===== config.mk =====
export PLATFORM = sky130hd
export DESIGN_NAME = cfg_access_seq
export DESIGN_NICKNAME = d
export VERILOG_FILES = /design/src/rtl/cfgseq_pkg.sv /design/src/rtl/cfgseq_decode.sv /design/src/rtl/cfgseq_resolve.sv /design/src/rtl/cfg_access_seq.sv
export SDC_FILE = /design/constraint.sdc
export NUM_CORES = 1
export LEC_CHECK = 0
export BUFFER_PORTS_ARGS = -buffer_cell sky130_fd_sc_hd__buf_2
export CAP_MARGIN = 10
export CORE_MARGIN = 2
export CORE_UTILIZATION = 33
export CTS_CLUSTER_SIZE = 16
export DETAILED_ROUTE_END_ITERATION = 16
export MAX_ROUTING_LAYER = met4
export PLACE_DENSITY = 0.69
export RECOVER_POWER = 25
export REMOVE_ABC_BUFFERS = 1
export SYNTH_ARGS = -nofsm -noshare
export SYNTH_HDL_FRONTEND = slang
export SYNTH_SLANG_ARGS = --single-unit

===== constraint.sdc =====
create_clock -name clk -period 2.9 [get_ports clk]
set_input_delay 0.58 -clock clk [delete_from_list [all_inputs] [get_ports clk]]
set_output_delay 0.58 -clock clk [all_outputs]
set_load 0.01 [all_outputs]

===== src/rtl/cfgseq_pkg.sv =====
package cfgseq_pkg;
  localparam int BUS_W  = 8;
  localparam int DEV_W  = 5;
  localparam int FN_W   = 3;
  localparam int OFF_W  = 12;
  localparam int DATA_W = 32;
  localparam int STAT_W = 12;

  localparam logic [1:0] SZ_B = 2'd0;
  localparam logic [1:0] SZ_H = 2'd1;
  localparam logic [1:0] SZ_W = 2'd2;

  localparam logic [1:0] RC_OK      = 2'd0;
  localparam logic [1:0] RC_TIMEOUT = 2'd1;
  localparam logic [1:0] RC_CPLERR  = 2'd2;
  localparam logic [1:0] RC_DROP    = 2'd3;

  localparam logic [2:0] CS_OK  = 3'd0;
  localparam logic [2:0] CS_UR  = 3'd1;
  localparam logic [2:0] CS_CRS = 3'd2;

  localparam logic [DATA_W-1:0] UR_WORD  = 32'hFFFF_FFFF;
  localparam logic [DATA_W-1:0] CRS_WORD = 32'hFFFF_0001;

  typedef enum logic [2:0] {
    ST_IDLE, ST_EVAL, ST_CLR, ST_GO, ST_WAIT, ST_POLL
  } seq_state_t;

  function automatic logic [DATA_W-1:0] size_mask(input logic [1:0] sz);
    case (sz)
      SZ_B:    return 32'h0000_00FF;
      SZ_H:    return 32'h0000_FFFF;
      default: return 32'hFFFF_FFFF;
    endcase
  endfunction
endpackage


===== src/rtl/cfgseq_decode.sv =====
module cfgseq_decode
  import cfgseq_pkg::*;
(
  input  logic [BUS_W-1:0]  root_bus,
  input  logic [BUS_W-1:0]  bus,
  input  logic [DEV_W-1:0]  dev,
  input  logic [FN_W-1:0]   fn,
  input  logic [OFF_W-1:0]  off,
  input  logic [1:0]        size,
  input  logic              write,
  input  logic [DATA_W-1:0] wdata,
  output logic [3:0]        typ,
  output logic [DATA_W-1:0] addr_lo,
  output logic [3:0]        strb,
  output logic [DATA_W-1:0] lane_wdata,
  output logic              misaligned,
  output logic              bad_target,
  output logic [DATA_W-1:0] ones_sized
);
  logic on_root;
  assign on_root    = (bus == root_bus);
  assign bad_target = on_root && (dev != '0);

  always_comb begin
    case (size)
      SZ_B:    misaligned = 1'b0;
      SZ_H:    misaligned = off[0];
      SZ_W:    misaligned = (off[1:0] != 2'b00);
      default: misaligned = 1'b1;
    endcase
  end

  // type: bit1 = write, bit0 = beyond root bus
  assign typ = {2'b10, write, ~on_root};

  assign addr_lo = {4'b0000, bus, dev, fn, off[OFF_W-1:2], 2'b00};

  always_comb begin
    case (size)
      SZ_B:    strb = 4'b0001 << off[1:0];
      SZ_H:    strb = 4'b0011 << off[1:0];
      default: strb = 4'b1111;
    endcase
  end

  assign lane_wdata = wdata << {off[1:0], 3'b000};
  assign ones_sized = size_mask(size);
endmodule


===== src/rtl/cfgseq_resolve.sv =====
module cfgseq_resolve
  import cfgseq_pkg::*;
(
  input  logic [STAT_W-1:0] stat,
  input  logic [DATA_W-1:0] rdata,
  input  logic              write,
  input  logic [1:0]        size,
  input  logic [1:0]        lane,
  output logic [1:0]        code,
  output logic [DATA_W-1:0] data
);
  logic [2:0]        cs;
  logic              err_flag;
  logic [DATA_W-1:0] picked;

  assign cs       = stat[9:7];
  assign err_flag = stat[11];
  assign picked   = (rdata >> {lane, 3'b000}) & size_mask(size);

  always_comb begin
    code = RC_CPLERR;
    data = '0;
    case (cs)
      CS_OK: if (!err_flag) begin
        code = RC_OK;
        data = write ? '0 : picked;
      end
      CS_UR: if (!write) begin
        code = RC_OK;
        data = UR_WORD;
      end
      CS_CRS: if (!write) begin
        code = RC_OK;
        data = CRS_WORD;
      end
      default: begin
        code = RC_CPLERR;
        data = '0;
      end
    endcase
  end
endmodule


===== src/rtl/cfg_access_seq.sv =====
module cfg_access_seq
  import cfgseq_pkg::*;
#(
  parameter int WAIT_CYC = 16,
  parameter int MAX_TRY  = 10
) (
  input  logic        clk,
  input  logic        rst_n,
  input  logic [7:0]  root_bus,
  input  logic        req_valid,
  output logic        req_ready,
  input  logic [7:0]  req_bus,
  input  logic [4:0]  req_dev,
  input  logic [2:0]  req_fn,
  input  logic [11:0] req_off,
  input  logic [1:0]  req_size,
  input  logic        req_write,
  input  logic [31:0] req_wdata,
  output logic        rsp_valid,
  output logic [1:0]  rsp_code,
  output logic [31:0] rsp_data,
  output logic        core_clr,
  output logic        core_go,
  output logic [3:0]  core_type,
  output logic [31:0] core_addr_lo,
  output logic [31:0] core_addr_hi,
  output logic [31:0] core_wdata,
  output logic [3:0]  core_strb,
  input  logic        core_busy,
  input  logic        core_done,
  input  logic [11:0] core_stat,
  input  logic [31:0] core_rdata
);
  localparam int WC_W = $clog2(WAIT_CYC + 1);
  localparam int TR_W = $clog2(MAX_TRY + 1);

  seq_state_t        state;
  logic [BUS_W-1:0]  q_bus;
  logic [DEV_W-1:0]  q_dev;
  logic [FN_W-1:0]   q_fn;
  logic [OFF_W-1:0]  q_off;
  logic [1:0]        q_size;
  logic              q_write;
  logic [DATA_W-1:0] q_wdata;
  logic [WC_W-1:0]   wcnt;
  logic [TR_W-1:0]   tries;

  logic              dec_mis, dec_bad;
  logic [DATA_W-1:0] dec_ones;
  logic [1:0]        res_code;
  logic [DATA_W-1:0] res_data;

  cfgseq_decode u_dec (
    .root_bus   (root_bus),
    .bus        (q_bus),
    .dev        (q_dev),
    .fn         (q_fn),
    .off        (q_off),
    .size       (q_size),
    .write      (q_write),
    .wdata      (q_wdata),
    .typ        (core_type),
    .addr_lo    (core_addr_lo),
    .strb       (core_strb),
    .lane_wdata (core_wdata),
    .misaligned (dec_mis),
    .bad_target (dec_bad),
    .ones_sized (dec_ones)
  );

  cfgseq_resolve u_res (
    .stat  (core_stat),
    .rdata (core_rdata),
    .write (q_write),
    .size  (q_size),
    .lane  (q_off[1:0]),
    .code  (res_code),
    .data  (res_data)
  );

  assign core_addr_hi = '0;
  assign req_ready    = (state == ST_IDLE);
  assign core_clr     = (state == ST_CLR);
  assign core_go      = (state == ST_GO);

  always_ff @(posedge clk or negedge rst_n) begin
    if (!rst_n) begin
      state     <= ST_IDLE;
      q_bus     <= '0;
      q_dev     <= '0;
      q_fn      <= '0;
      q_off     <= '0;
      q_size    <= '0;
      q_write   <= 1'b0;
      q_wdata   <= '0;
      wcnt      <= '0;
      tries     <= '0;
      rsp_valid <= 1'b0;
      rsp_code  <= RC_OK;
      rsp_data  <= '0;
    end else begin
      rsp_valid <= 1'b0;
      case (state)
        ST_IDLE: if (req_valid) begin
          q_bus   <= req_bus;
          q_dev   <= req_dev;
          q_fn    <= req_fn;
          q_off   <= req_off;
          q_size  <= req_size;
          q_write <= req_write;
          q_wdata <= req_wdata;
          state   <= ST_EVAL;
        end
        ST_EVAL: begin
          if (dec_mis) begin
            rsp_valid <= 1'b1;
            rsp_code  <= RC_DROP;
            rsp_data  <= '0;
            state     <= ST_IDLE;
          end else if (dec_bad) begin
            rsp_valid <= 1'b1;
            rsp_code  <= RC_OK;
            rsp_data  <= q_write ? '0 : dec_ones;
            state     <= ST_IDLE;
          end else begin
            state <= ST_CLR;
          end
        end
        ST_CLR: state <= ST_GO;
        ST_GO: begin
          wcnt  <= '0;
          tries <= '0;
          state <= ST_WAIT;
        end
        ST_WAIT: begin
          if (wcnt == WC_W'(WAIT_CYC - 1)) state <= ST_POLL;
          else wcnt <= wcnt + 1'b1;
        end
        ST_POLL: begin
          if (!core_busy && core_done) begin
            rsp_valid <= 1'b1;
            rsp_code  <= res_code;
            rsp_data  <= res_data;
            state     <= ST_IDLE;
          end else if (tries == TR_W'(MAX_TRY - 1)) begin
            rsp_valid <= 1'b1;
            rsp_code  <= RC_TIMEOUT;
            rsp_data  <= '0;
            state     <= ST_IDLE;
          end else begin
            tries <= tries + 1'b1;
            wcnt  <= '0;
            state <= ST_WAIT;
          end
        end
        default: state <= ST_IDLE;
      endcase
    end
  end

  // one request in flight
  p_one_outstanding_r1: assert property (@(posedge clk) disable iff (!rst_n)
    (req_valid && req_ready) |=> !req_ready);
  // response is a single-cycle strobe
  p_rsp_pulse_r2: assert property (@(posedge clk) disable iff (!rst_n)
    rsp_valid |=> !rsp_valid);
  // rejected requests never reach the core
  p_no_launch_rejected_r3: assert property (@(posedge clk) disable iff (!rst_n)
    core_go |-> (!dec_mis && !dec_bad));
  // go directly follows clear
  p_clr_then_go_r8: assert property (@(posedge clk) disable iff (!rst_n)
    core_go |-> $past(core_clr));
  // poll count stays within budget
  p_poll_budget_r9: assert property (@(posedge clk) disable iff (!rst_n)
    (state == ST_POLL) |-> (tries < TR_W'(MAX_TRY)));
  // timeout only on the final allowed check
  p_timeout_last_r9: assert property (@(posedge clk) disable iff (!rst_n)
    (rsp_valid && rsp_code == RC_TIMEOUT) |-> ($past(tries) == TR_W'(MAX_TRY - 1)));
endmodule


; ---- Word-level counts from Yosys, hierarchy flattened
; Cells that the tools add are included.
[totals]
register_bits = 110
in_bits = 120
output_inout_bits = 142
wordCells = 98
[classes]
add_sub_neg = 2
eq_ne = 19
shift = 4
n_mux = 41
bitwise = 2
reduce_logical = 17
[ops]
columns = operator, count
row1 = two-way mux 32 bit, 9
row2 = one-hot mux 32 bit (2 select lines), 2
row3 = one-hot mux 32 bit (3 select lines), 1
row4 = AND 32 bit, 1
row5 = left shift 32 x 5 -> 32 bit, 1
row6 = >> shifter 32 x 5 -> 32 bit, 1
row7 = one-hot mux 3 bit (6 select lines), 1
row8 = two-way mux 2 bit, 8
row9 = one-hot mux 4 bit (2 select lines), 2
row10 = two-way mux 5 bit, 3
row11 = one-hot mux 5 bit (3 select lines), 1
row12 = two-way mux 3 bit, 4
row13 = "!= test 2 bit, second input constant", 5
row14 = "equality test 3 x 2 -> 1 bit, second input constant", 3
row15 = equality test 8 bit, 1
row16 = two-way mux 4 bit, 2
row17 = one-hot mux 2 bit (2 select lines), 2
row18 = "equality test 3 x 1 -> 1 bit, second input constant", 2
row19 = "equality test 3 bit, second input constant", 2
row20 = zero test 3 bit, 2
row21 = "!= test 3 bit, second input constant", 2
row22 = AND reduction 3 bit, 2
row23 = nonzero test 2 bit, 3
row24 = "adder 5 x 1 -> 5 bit, second input constant", 1
row25 = 19 further kinds, 24

; ---- Depth between registers and ports, before layout
; Gate-level depths: netlist of run 1.
[depth]
ltp_word = 8
depth_mapped = 8
depth_no_buf = 7

; ---- By module
; From an unflattened synthesis of run 1, not the netlist that was laid out.
[unflattened]
cells_unflattened = 632
hier_area_um2 = 7071.8
[modules_own_cells]
columns = module, instances, cells_per_inst, area_per_inst_um2, seq_area_each_um2
row1 = cfg_access_seq, 1, 357, 5047.3, 2752.6
row2 = cfgseq_decode, 1, 176, 1192.4, 0.0
row3 = cfgseq_resolve, 1, 99, 832.0, 0.0

; ---- Worst setup path after synthesis of run 1
; OpenSTA, ideal clock, no wires.
[synth_path]
kind = input port to flip-flop
start = input port root_bus[7]
end = register rsp_data[2]
setup_ns = 0.125
arrival_time_ns = 2.164
required_ns = 2.775
setup_slack_ns = 0.611
path_stages = 6
n_path_buf = 1
cell_sequence = xor2_1 > nor4_1 > nand2_1 > o31ai_4 > buf_6 > mux2_2
[synth_via]
elab_chain_cells = 4
[synth_lines]
columns = element, line_no
row1 = from (decl), cfg_access_seq.sv:9  ; input logic [7:0] root_bus,
row2 = equality test 8 bit, cfgseq_decode.sv:21  ; assign on_root = (bus == root_bus);
row3 = logical AND 1 bit, cfgseq_decode.sv:22  ; assign bad_target = on_root && (dev != '0);
row4 = != test 3 bit (no line), -
row5 = AND reduction 3 bit (no line), -
row6 = to (signal assigned), cfg_access_seq.sv:123  ; rsp_data <= q_write ? '0 : dec_ones;
row7 = to (signal assigned), cfg_access_seq.sv:143  ; rsp_data <= res_data;
row8 = to (decl), cfg_access_seq.sv:21  ; output logic [31:0] rsp_data,
; Every way passes these cells.
; A chain may end at the register's enable or synchronous reset.

; ---- Final worst setup path of run 1
[layout_path]
start = register q_off[0]
end = output port core_wdata[5]
[layout_via]
elab_chain_cells = 1
[layout_lines]
columns = element, line_no
row1 = from (decl), cfg_access_seq.sv:41  ; logic [OFF_W-1:0] q_off;
row2 = from (signal assigned), cfg_access_seq.sv:108  ; q_off <= req_off;
row3 = left shift 32 x 5 -> 32 bit, cfgseq_decode.sv:46  ; assign lane_wdata = wdata << {off[1:0], 3'b000};
row4 = to (decl), cfg_access_seq.sv:27  ; output logic [31:0] core_wdata,
; Every way passes these cells.

==> flow_summary.yaml, run 1 <==
sta:
  tightest_slew_ns: 1.25
  maxSlewViolCount: 0
  setup_viol: 0
  post-route-period-util_pct: 83.5
  period_minus_slack_ns: 2.42
  rsz0062_at_grt: "no"
  setup_ws_ns: 0.480
  clock-skew-final_ns: 0.00909
  maxSlewHeadroom_pct: 16.8
  final_hold_viol_count: 0
  timing.fmax_mhz: 413
critical_path:
  crit_chain: "nor2_1, and2_1, buf_2"
  r2r_start: "state[2]"
  cp_slowest_cell: "nor2_1"
  max_stage_delay_ns: 0.59
  path_max_fanout: 15
  worst-path-buf-inv: 1
  rr_endpoint: "rsp_data[15]"
  r2r_cells: 5
  setup.worst_path.start_class: "flop"
  end_kind: "primary output"
  crit_required_ns: 2.32
  critPathArrivalTime_ns: 1.84
  worst-r2r-setup-slack_ns: 0.53
  crit_family: "simple AND/OR/NAND/NOR gates"
  critical_path_class: "reg2out"
route:
  vias: 4727
  drt_pass1_iterations: 4
  via_per_inst: 4.68
  detail_route.iter0.violations: 122
  drc_errors: 0
  final_antenna_net_count: 0
  avgRoutedWirePerCell_um: 15.6
  wirelength_mm: 15.8
final_layout:
  drive_above_1_share_pct: 45.5
  areaGrowthSynthToFinish_pct: 23.1
  num-nets-final: 891
synthesis:
  synthFlopType: "dfrtp_1"
  ys.warnings.count: 0
  yosys.area.top_type_share_pct: 44.5
  synth_cells: 574
  ys_seq_area_share_pct: 44.5
  syn_area_um2: 6180
  synth_edf_count: 0
  synth_cell_types: 49
  synthTopCellsByArea: "dfrtp_1 45%, mux2_2 18%, mux2i_1 7.0%"
  ys_ff_latch: 110
  syn_avg_cell_area_um2: 10.8
  synthArstFlopShare_pct: 100
  synth_area_leader_cell: "dfrtp_1"
pwr:
  switchingPower_mw: 3.23
  power_frac_comb_pct: 49.7
  p_total_mw: 8.21
  clock_power_share_pct: 16.7
  p_leak_nw: 3.71
  p_sw_share_pct: 39.4
  powerDensity_nw_per_um2: 1080
  irDropWorstVdd_mv: 0.403
  p_int_mw: 4.98
  seqPwrFrac_pct: 33.5
floorplan:
  row_count: 50
  chipHeight_um: 141
  ioPinCount: 262
  die_w_um: 141
  die_area_um2: 19800
  core_um2: 18500
  start_util_pct: 33.4
grt:
  antenna_found_initial: 3
  grt_max_degree: 49
  grt_pass1_wl_mm: 24.9
  grt_pass1_vias: 4573
  grt_use_total_pct: 16.6
  overflow: 0
hold_path:
  hold_depth: 2
  holdPathEnd: "q_wdata[21]"
  min_from: "req_wdata[21]"
  hp-class: "in2reg"
placement:
  post-place-ws_ns: 0.398
  globalplace.congestion: 0.787
  port-buffer-count: 213
  dp_hpwl_mm: 12.1
clocking:
  postCtsHoldBufs: 0
  insertion_delay_ns: 0.35
  cts_made_buffers: 9
  cts_tree: "built"
  post_cts_buffers: 0
  numClockSinks: 110
  cts-resized-gates: 0
  cts_root_buf: "clkbuf_16"
  path_clk_slew_ns: 0.08
  cts_buffer_depth: 2
  cts_max_level: 3
outcome:
  status: "complete, no violations"
flow_run:
  maxCapViolations: 0
## layout by cell type (no fill, tap or decap), drive strengths merged, types with 2 or more instances in the layout
cell type / instances
buf: 225
dfrtp: 110
mux2: 99
mux2i: 43
a21oi: 42
o21ai: 40
conb: 40
nor2: 33
nand2: 21
inv: 14
clkbuf: 12
xor2: 11
nor2b: 11
and2: 10
a211oi: 9
nor3: 7
diode: 4
nand2b: 4
ha: 4
nand4: 3
nor4: 2
o21bai: 2
or2: 2
and3b: 2
a221o: 2
nand3: 2
clkinv: 2
bufinv: 2
o31ai: 2
## how the worst max path moves through the flow
stage | from | to | slack [ns] | depth (start not counted)
after detailed placement | core_done | rsp_data[15] | 0.40 | 6
after floorplan | q_off[0] | core_strb[2] | -0.36 | 3
after global placement | root_bus[7] | rsp_data[7] | 0.44 | 7
after global routing | q_off[0] | core_wdata[5] | 0.35 | 3
final | q_off[0] | core_wdata[5] | 0.48 | 3
after CTS | q_off[0] | core_wdata[5] | 0.41 | 3
## final cells by class
| class | count | area [um2] |
|---|---|---|
| clock inverters | 6 | 93.8 |
| multi-input cells | 406 | 2980 |
| well taps | 234 | 293 |
| flip-flops and latches | 110 | 2760 |
| fillers | 1850 | 10900 |
| clock buffers | 10 | 239 |
| repair buffers | 227 | 1190 |
| inverters | 13 | 48.8 |
| diodes | 4 | 10.0 |
## through the flow
stage	instance area [um2]	TNS (ns)	util, %	std cells	hold slack [ns]
floorplan	5780	-11.01	-	529	0.284
global placement	7290	0	39.4	990	0.464
detailed placement	7290	0	39.4	990	0.469
CTS	7620	0	41.2	1006	0.265
global route	7610	0	41.1	1009	0.442
finish	7610	0	41.1	1010	0.458
## Yosys cell counts (2+ instances only)
master	number
ha_1	4
a221o_1	2
nor2_1	33
nor2b_1	11
o21ai_0	40
mux2i_1	43
and2_1	9
and3b_1	2
mux2_2	98
buf_4	51
buf_2	16
nand4_1	3
buf_6	3
nor3_1	7
or2_2	2
conb_1	2
nand2_1	21
dfrtp_1	110
nor4_1	2
o21bai_1	2
nand2b_1	4
a21oi_1	42
inv_1	13
nand3_1	2
a211oi_1	8
xor2_1	11
clkbuf_1	11
## power groups by stage
stage | Combinational, mW | Sequential (mW) | Clock (mW)
after floorplan | 2.37 | 3.00 | 0
after global placement | 4.07 | 2.76 | 0
after detailed placement | 4.13 | 2.79 | 0
after CTS | 4.14 | 2.77 | 1.44
after global routing | 4.51 | 2.88 | 1.49
final | 4.08 | 2.75 | 1.38
## logic make-up (layout without fill, tap and decap cells)
kind of cell | Yosys count | in the layout | share of synthesized area (%)
muxes | 142 | 142 | 25.0
DFF | 110 | 110 | 44.5
AOI/OAI and AO/OA | 104 | 104 | 9.75
and+or+nand+nor | 104 | 104 | 8.48
buffers and inverters | 96 | 256 | 9.63
xor gates and xnor gates | 12 | 12 | 1.70
adders and majority gates | 4 | 4 | 0.809
other | 2 | 44 | 0.121
## registers in the layout (all words and copies together) (netlist names)
signal / count
q_wdata: 32
rsp_data: 32
q_off: 12
q_bus: 8
q_dev: 5
wcnt: 5
tries: 4
q_fn: 3
state: 3
q_size: 2
rsp_code: 2
q_write: 1
rsp_valid: 1
## per-layer routing
layer	GRT usage (%)	part of all wire, %
met1	20.5	43
met2	26.7	47
met3	4.52	8.1
met4	5.11	1.3
met5	-	0
(Power assumes the default switching activity.)
==> run 2: changes to the inputs <==
--- a/config.mk
+++ b/config.mk
@@ -5,6 +5,7 @@
 export SDC_FILE = /design/constraint.sdc
 export NUM_CORES = 1
 export LEC_CHECK = 0
+export ABC_AREA = 1
 export BUFFER_PORTS_ARGS = -buffer_cell sky130_fd_sc_hd__buf_2
 export CAP_MARGIN = 10
 export CORE_MARGIN = 2
@@ -12,7 +13,7 @@
 export CTS_CLUSTER_SIZE = 16
 export DETAILED_ROUTE_END_ITERATION = 16
 export MAX_ROUTING_LAYER = met4
-export PLACE_DENSITY = 0.69
+export PLACE_DENSITY = 0.7
 export RECOVER_POWER = 25
 export REMOVE_ABC_BUFFERS = 1
 export SYNTH_ARGS = -nofsm -noshare
==> constraint.sdc (replaced) <==
create_clock -name clk -period 2.2 [get_ports clk]
set_input_delay 0.44 -clock clk [delete_from_list [all_inputs] [get_ports clk]]
set_output_delay 0.44 -clock clk [all_outputs]
set_load 0.01 [all_outputs]
==> flow_summary.yaml, run 2 <==
final_layout:
  areaGrowthSynthToFinish_pct: 22.8
  fill_cells: 2061
  final_area_um2: 8050
  final_util_pct: 41.4
  num-nets-final: 1172
  largestRegisters: "q_wdata (32), rsp_data (32), q_off (12)"
  layout_commonest_cell: "nand2_1"
  instances_no_fill: 1320
  drive_above_1_share_pct: 31.0
  regArea_um2: 2760
  multi_input_area_um2: 3180
  final_cell_mix: "340 x nand2_1, 213 x buf_2, 108 x dfrtp_1"
sta:
  setup_viol: 0
  maxSlewHeadroom_pct: 27.1
  timing.fmax_mhz: 475
  maxSlewViolCount: 0
  tightest_slew_ns: 1.09
  clock-skew-final_ns: 0.0123
  period_minus_slack_ns: 2.11
  setup_ws_ns: 0.0934
  rsz0062_at_grt: "no"
  post-route-period-util_pct: 95.8
  final_hold_viol_count: 0
synthesis:
  synth_top_family_by_area: "simple AND/OR/NAND/NOR gates"
  ys.warnings.count: 0
  yosys.area_share.xor_xnor_pct: 0.935
  syn_avg_cell_area_um2: 7.71
  synth_area_leader_cell: "dfrtp_1"
  muxShareOfSynthArea_pct: 8.24
  yosys.area.top_type_share_pct: 42.0
  synth_cell_types: 35
  synth_fa_ha_area_share_pct: 0.763
  synthArstFlopShare_pct: 100
  synthMostInstantiatedCell: "nand2_1"
  synth_compound_area_share_pct: 6.45
  ys_ff_latch: 110
  synthTopCellsByArea: "dfrtp_1 42%, nand2_1 20%, mux2_2 8.2%"
  synth_commonest_cells: "341 x nand2_1, 110 x dfrtp_1, 62 x nor2_1, 59 x buf_4, 52 x nand3_1"
  synth_edf_count: 0
  synth_cells: 850
  ys_seq_area_share_pct: 42.0
  synthFlopType: "dfrtp_1"
  syn_area_um2: 6560
  yosys.area_share.simple_pct: 29.6
critical_path:
  crit_required_ns: 1.76
  path_max_fanout: 11
  setup.worst_path.start_class: "flop"
  worst-r2r-setup-slack_ns: 0.30
  r2r_cells: 7
  end_kind: "primary output"
  r2r_start: "q_off[0]"
  critical_path_class: "reg2out"
  critPathArrivalTime_ns: 1.67
  rr_endpoint: "rsp_data[11]"
floorplan:
  ioPinCount: 262
  start_util_pct: 33.7
  die_w_um: 145
  chipHeight_um: 145
  row_count: 51
  die_area_um2: 21000
  core_um2: 19500
grt:
  grt_use_total_pct: 18.3
  antenna_found_initial: 2
  grt_pass1_wl_mm: 30.0
  grt_max_degree: 49
  grt_pass1_vias: 5819
  overflow: 0
clocking:
  cts_buffer_depth: 2
  insertion_delay_ns: 0.36
  path_clk_slew_ns: 0.08
  numClockSinks: 110
  cts_made_buffers: 9
  cts_tree: "built"
  cts_root_buf: "clkbuf_16"
  cts_max_level: 3
route:
  drc_errors: 0
  via_per_inst: 4.57
  vias: 6034
  detail_route.iter0.violations: 409
  drt_pass1_iterations: 5
  final_antenna_net_count: 0
  wirelength_mm: 18.7
  avgRoutedWirePerCell_um: 14.2
placement:
  port-buffer-count: 213
  dp.cells: 1300
  dp_hpwl_mm: 13.9
  globalplace.congestion: 0.852
  placed_area_um2: 7740
  post-place-ws_ns: 0.311
pwr:
  seqPwrFrac_pct: 33.0
  switchingPower_mw: 4.74
  power_frac_comb_pct: 51.3
  powerDensity_nw_per_um2: 1320
  clock_power_share_pct: 15.6
  p_total_mw: 10.7
  p_leak_nw: 4.61
  irDropWorstVdd_mv: 0.677
  p_sw_share_pct: 44.5
  p_int_mw: 5.91
flow_run:
  maxCapViolations: 0
hold_path:
  hp-class: "in2async"
outcome:
  status: "complete, no violations"
-- run 2: cell types whose count changed after synthesis, moves of 10 or more --
| cell | change |
|---|---|
| xor2_1 | -10 |
| nor2_1 | +29 |
| nand2_1 | +320 |
| nor2b_1 | -11 |
| mux2_2 | -50 |
| a21oi_1 | -23 |
| a22oi_1 | +15 |
| nand3_1 | +50 |
| mux2i_1 | -43 |
| inv_1 | +28 |
-- run 2: metrics by stage --
stage	hold WS, ns	setup TNS (ns)
finish	0.177	0
global route	0.233	0
CTS	0.0408	0
detailed placement	0.429	0
global placement	0.423	0
floorplan	0.144	-48.69
-- run 2: critical path, stage by stage (launching register included) --
cell and delay, ns:
dfrtp_2 0.54, buf_4 0.25, o21ai_1 0.13, o21ai_0 0.22
buf_2 0.17
-- run 2: cells by family (layout without fill, tap and decap cells) --
group                      Yosys count  after routing
adders and majority gates            4              4
xor gates and xnor gates             7              7
and+or+nand+nor                    472            472
DFF                                110            110
buffers and inverters              135            300
AOI/OAI and AO/OA                   72             72
other                                2             42
muxes                               48             48
-- run 2: power groups by stage --
stage	logic [mW]	clock network [mW]	registers (mW)
CTS	5.50	1.72	3.53
finish	5.47	1.67	3.52
detailed placement	5.44	0	3.56
global placement	5.35	0	3.53
floorplan	2.97	0	3.75
global route	6.06	1.82	3.66
-- run 2: final cells by class --
type                    instances  share of cell area (%)
well taps                     265                    4.12
diodes                          2                  0.0622
multi-input cells             643                    39.4
clock inverters                 7                   0.917
repair inverters                1                  0.0932
repair buffers                237                    16.1
flip-flops and latches        110                    34.2
clock buffers                   9                    2.80
inverters                      46                    2.22
-- run 2: worst max-delay path by stage --
stage / start / endpoint / slack, ns / cells after the start
after global routing: q_off[1] / core_wdata[17] / 0.0001 / 5
after detailed placement: q_off[1] / core_wdata[22] / 0.31 / 5
after CTS: q_off[1] / core_wdata[31] / 0.04 / 6
after floorplan: state[0] / q_bus[2] / -0.57 / 5
after global placement: q_off[1] / core_wdata[22] / 0.34 / 5
final: q_off[0] / core_wdata[31] / 0.09 / 4
-- run 2: routing by layer --
metal	up-vias	track usage, %	share of wire (%)
met3	28	3.84	6.3
met1	2773	23.9	45
met2	229	28.5	47
li1	3004	-	-
met4	0	5.79	1.9
met5	-	-	0
-- run 2: repair_timing --
item                       4_1_cts  5_1_grt
setup endpoints to repair       16       14
buffers inserted                 1        0
hold buffers                     0        0
gates resized for setup          5        4
cloned                           1        0
pin swaps                        1        0
==> run 3: changes to the inputs <==
--- a/config.mk
+++ b/config.mk
@@ -12,6 +12,7 @@
 export CORE_UTILIZATION = 33
 export CTS_CLUSTER_SIZE = 16
 export DETAILED_ROUTE_END_ITERATION = 16
+export GPL_TIMING_DRIVEN = 0
 export MAX_ROUTING_LAYER = met4
 export PLACE_DENSITY = 0.7
 export RECOVER_POWER = 25
==> flow_summary.yaml, run 3 (synthesis results as in run 2) <==
final_layout:
  largestRegisters: "q_wdata (32), rsp_data (32), q_off (12)"
  instances_no_fill: 1327
  final_cell_mix: "340 x nand2_1, 190 x buf_2, 108 x dfrtp_1"
  areaGrowthSynthToFinish_pct: 25.9
  diodes: 0
  drive_above_1_share_pct: 29.6
  fill_cells: 1986
  num-nets-final: 1181
  layout_commonest_cell: "nand2_1"
  regArea_um2: 2760
  final_area_um2: 8250
  multi_input_area_um2: 3300
route:
  final_antenna_net_count: 0
  drc_errors: 0
  via_per_inst: 4.77
  vias: 6324
  wirelength_mm: 21.1
  wl_met2_mm: 10.1
  top_layer: "met4"
  drt_pass1_iterations: 5
  drt-met1-wl_mm: 9.15
  avgRoutedWirePerCell_um: 15.9
  met3_length_mm: 1.58
  detail_route.iter0.violations: 520
grt:
  grt_use_total_pct: 19.7
  overflow: 0
  antenna_found_initial: 0
  grt_max_degree: 73
  grt_pass1_vias: 5703
  grt_pass1_wl_mm: 31.9
hold_path:
  holdPathEnd: "q_wdata[27]"
  hold_depth: 2
  min_from: "req_wdata[27]"
  hp-class: "in2reg"
pwr:
  p_sw_share_pct: 45.7
  p_leak_nw: 4.59
  powerDensity_nw_per_um2: 1370
  seqPwrFrac_pct: 31.6
  power_frac_comb_pct: 54.1
  switchingPower_mw: 5.17
  p_int_mw: 6.15
  irDropWorstVdd_mv: 0.792
  clock_power_share_pct: 14.3
floorplan:
  core_um2: 19500
  ioPinCount: 262
  start_util_pct: 33.7
  die_w_um: 145
  die_area_um2: 21000
  row_count: 51
  chipHeight_um: 145
sta:
  period_minus_slack_ns: 2.16
  tightest_slew_ns: 1.05
  setup_viol: 0
  timing.fmax_mhz: 463
  clock-skew-final_ns: 0.0196
  post-route-period-util_pct: 98.3
  maxSlewViolCount: 0
  setup_ws_ns: 0.0381
  rsz0062_at_grt: "yes"
  maxSlewHeadroom_pct: 30.0
  final_hold_viol_count: 0
placement:
  globalplace.congestion: 0.874
  port-buffer-count: 213
  dp_hpwl_mm: 13.4
  placed_area_um2: 7570
  post-place-ws_ns: -1.13
  dp.cells: 1279
flow_run:
  maxCapViolations: 0
critical_path:
  setup.worst_path.start_class: "flop"
  rr_endpoint: "rsp_data[11]"
  crit_required_ns: 1.76
  critical_path_class: "reg2out"
  worst-r2r-setup-slack_ns: 0.06
  end_kind: "primary output"
  critPathArrivalTime_ns: 1.72
  max_stage_delay_ns: 0.60
  worst-path-buf-inv: 2
  r2r_cells: 9
  worst-path-stages: 4
  r2r_start: "q_off[1]"
  crit_chain: "nor2_8, clkinvlp_4, o211ai_1, buf_2"
  crit_family: "flip-flops"
  cp_slowest_cell: "dfrtp_4"
  path_max_fanout: 7
clocking:
  cts_root_buf: "clkbuf_16"
  cts_max_level: 3
  cts_tree: "built"
  numClockSinks: 110
  path_clk_slew_ns: 0.09
  insertion_delay_ns: 0.36
  cts_buffer_depth: 2
  cts_made_buffers: 9
outcome:
  status: "complete, no violations"
==> run 3: area by class of cell <==
| cell class | instances | area share (%) |
|---|---|---|
| clock buffers | 11 | 2.82 |
| clock inverters | 5 | 0.622 |
| inverters | 46 | 2.38 |
| multi-input cells | 649 | 40.0 |
| flip-flops and latches | 110 | 33.4 |
| well taps | 265 | 4.02 |
| repair buffers | 240 | 16.6 |
| repair inverters | 1 | 0.0910 |
==> run 3: how the worst max path moves through the flow <==
| stage | endpoint | from |
|---|---|---|
| detailed placement | rsp_data[23] | q_off[1] |
| global placement | core_wdata[27] | q_off[0] |
| global route | core_wdata[16] | q_off[1] |
| finish | core_wdata[19] | q_off[0] |
| CTS | core_wdata[20] | q_off[1] |
| floorplan | q_bus[2] | state[0] |
==> run 3: power groups by stage <==
stage | sequential, mW | clock, mW | combinational (mW)
CTS | 3.56 | 1.67 | 5.97
global route | 3.70 | 1.76 | 6.69
finish | 3.58 | 1.62 | 6.12
detailed placement | 3.71 | 0 | 5.09
global placement | 3.68 | 0 | 5.02
floorplan | 3.75 | 0 | 2.97
==> run 3: what timing repair did <==
action | 4_1_cts | 5_1_grt
setup buffers | 19 | 5
hold buffers | 1 | 0
pin swaps | 9 | 3
resized for setup | 17 | 15
cloned | 6 | 1
endpoints found under the setup margin | 72 | 47
hold endpoints to repair | 29 | 0
==> run 3: worst reg2reg max path, cell delays in order (launching register included) <==
cell	delay [ns]
dfrtp_4	0.53
buf_12	0.15
nor2_8	0.26
inv_8	0.11
o21ai_4	0.19
buf_12	0.17
nand3_4	0.19
buf_4	0.26
nand3_1	0.12
nand2_1	0.06
==> run 3: through the flow <==
step	utilization [%]	setup TNS [ns]	hold WS, ns	power, mW
2_1_floorplan	-	-48.69	0.144	6.72
3_3_place_gp	38.5	-242.41	0.452	8.70
3_5_place_dp	38.9	-53.49	0.369	8.81
4_1_cts	42.1	0	0.290	11.2
5_1_grt	42.4	-0.417	0.294	12.1
6_report	42.4	0	0.303	11.3
==> run 3: per-layer routing <==
layer / vias to the layer above / GRT usage (%)
met5: - / -
met4: 0 / 4.65
met3: 26 / 3.49
met2: 286 / 31.4
met1: 2982 / 26.4
li1: 3030 / -
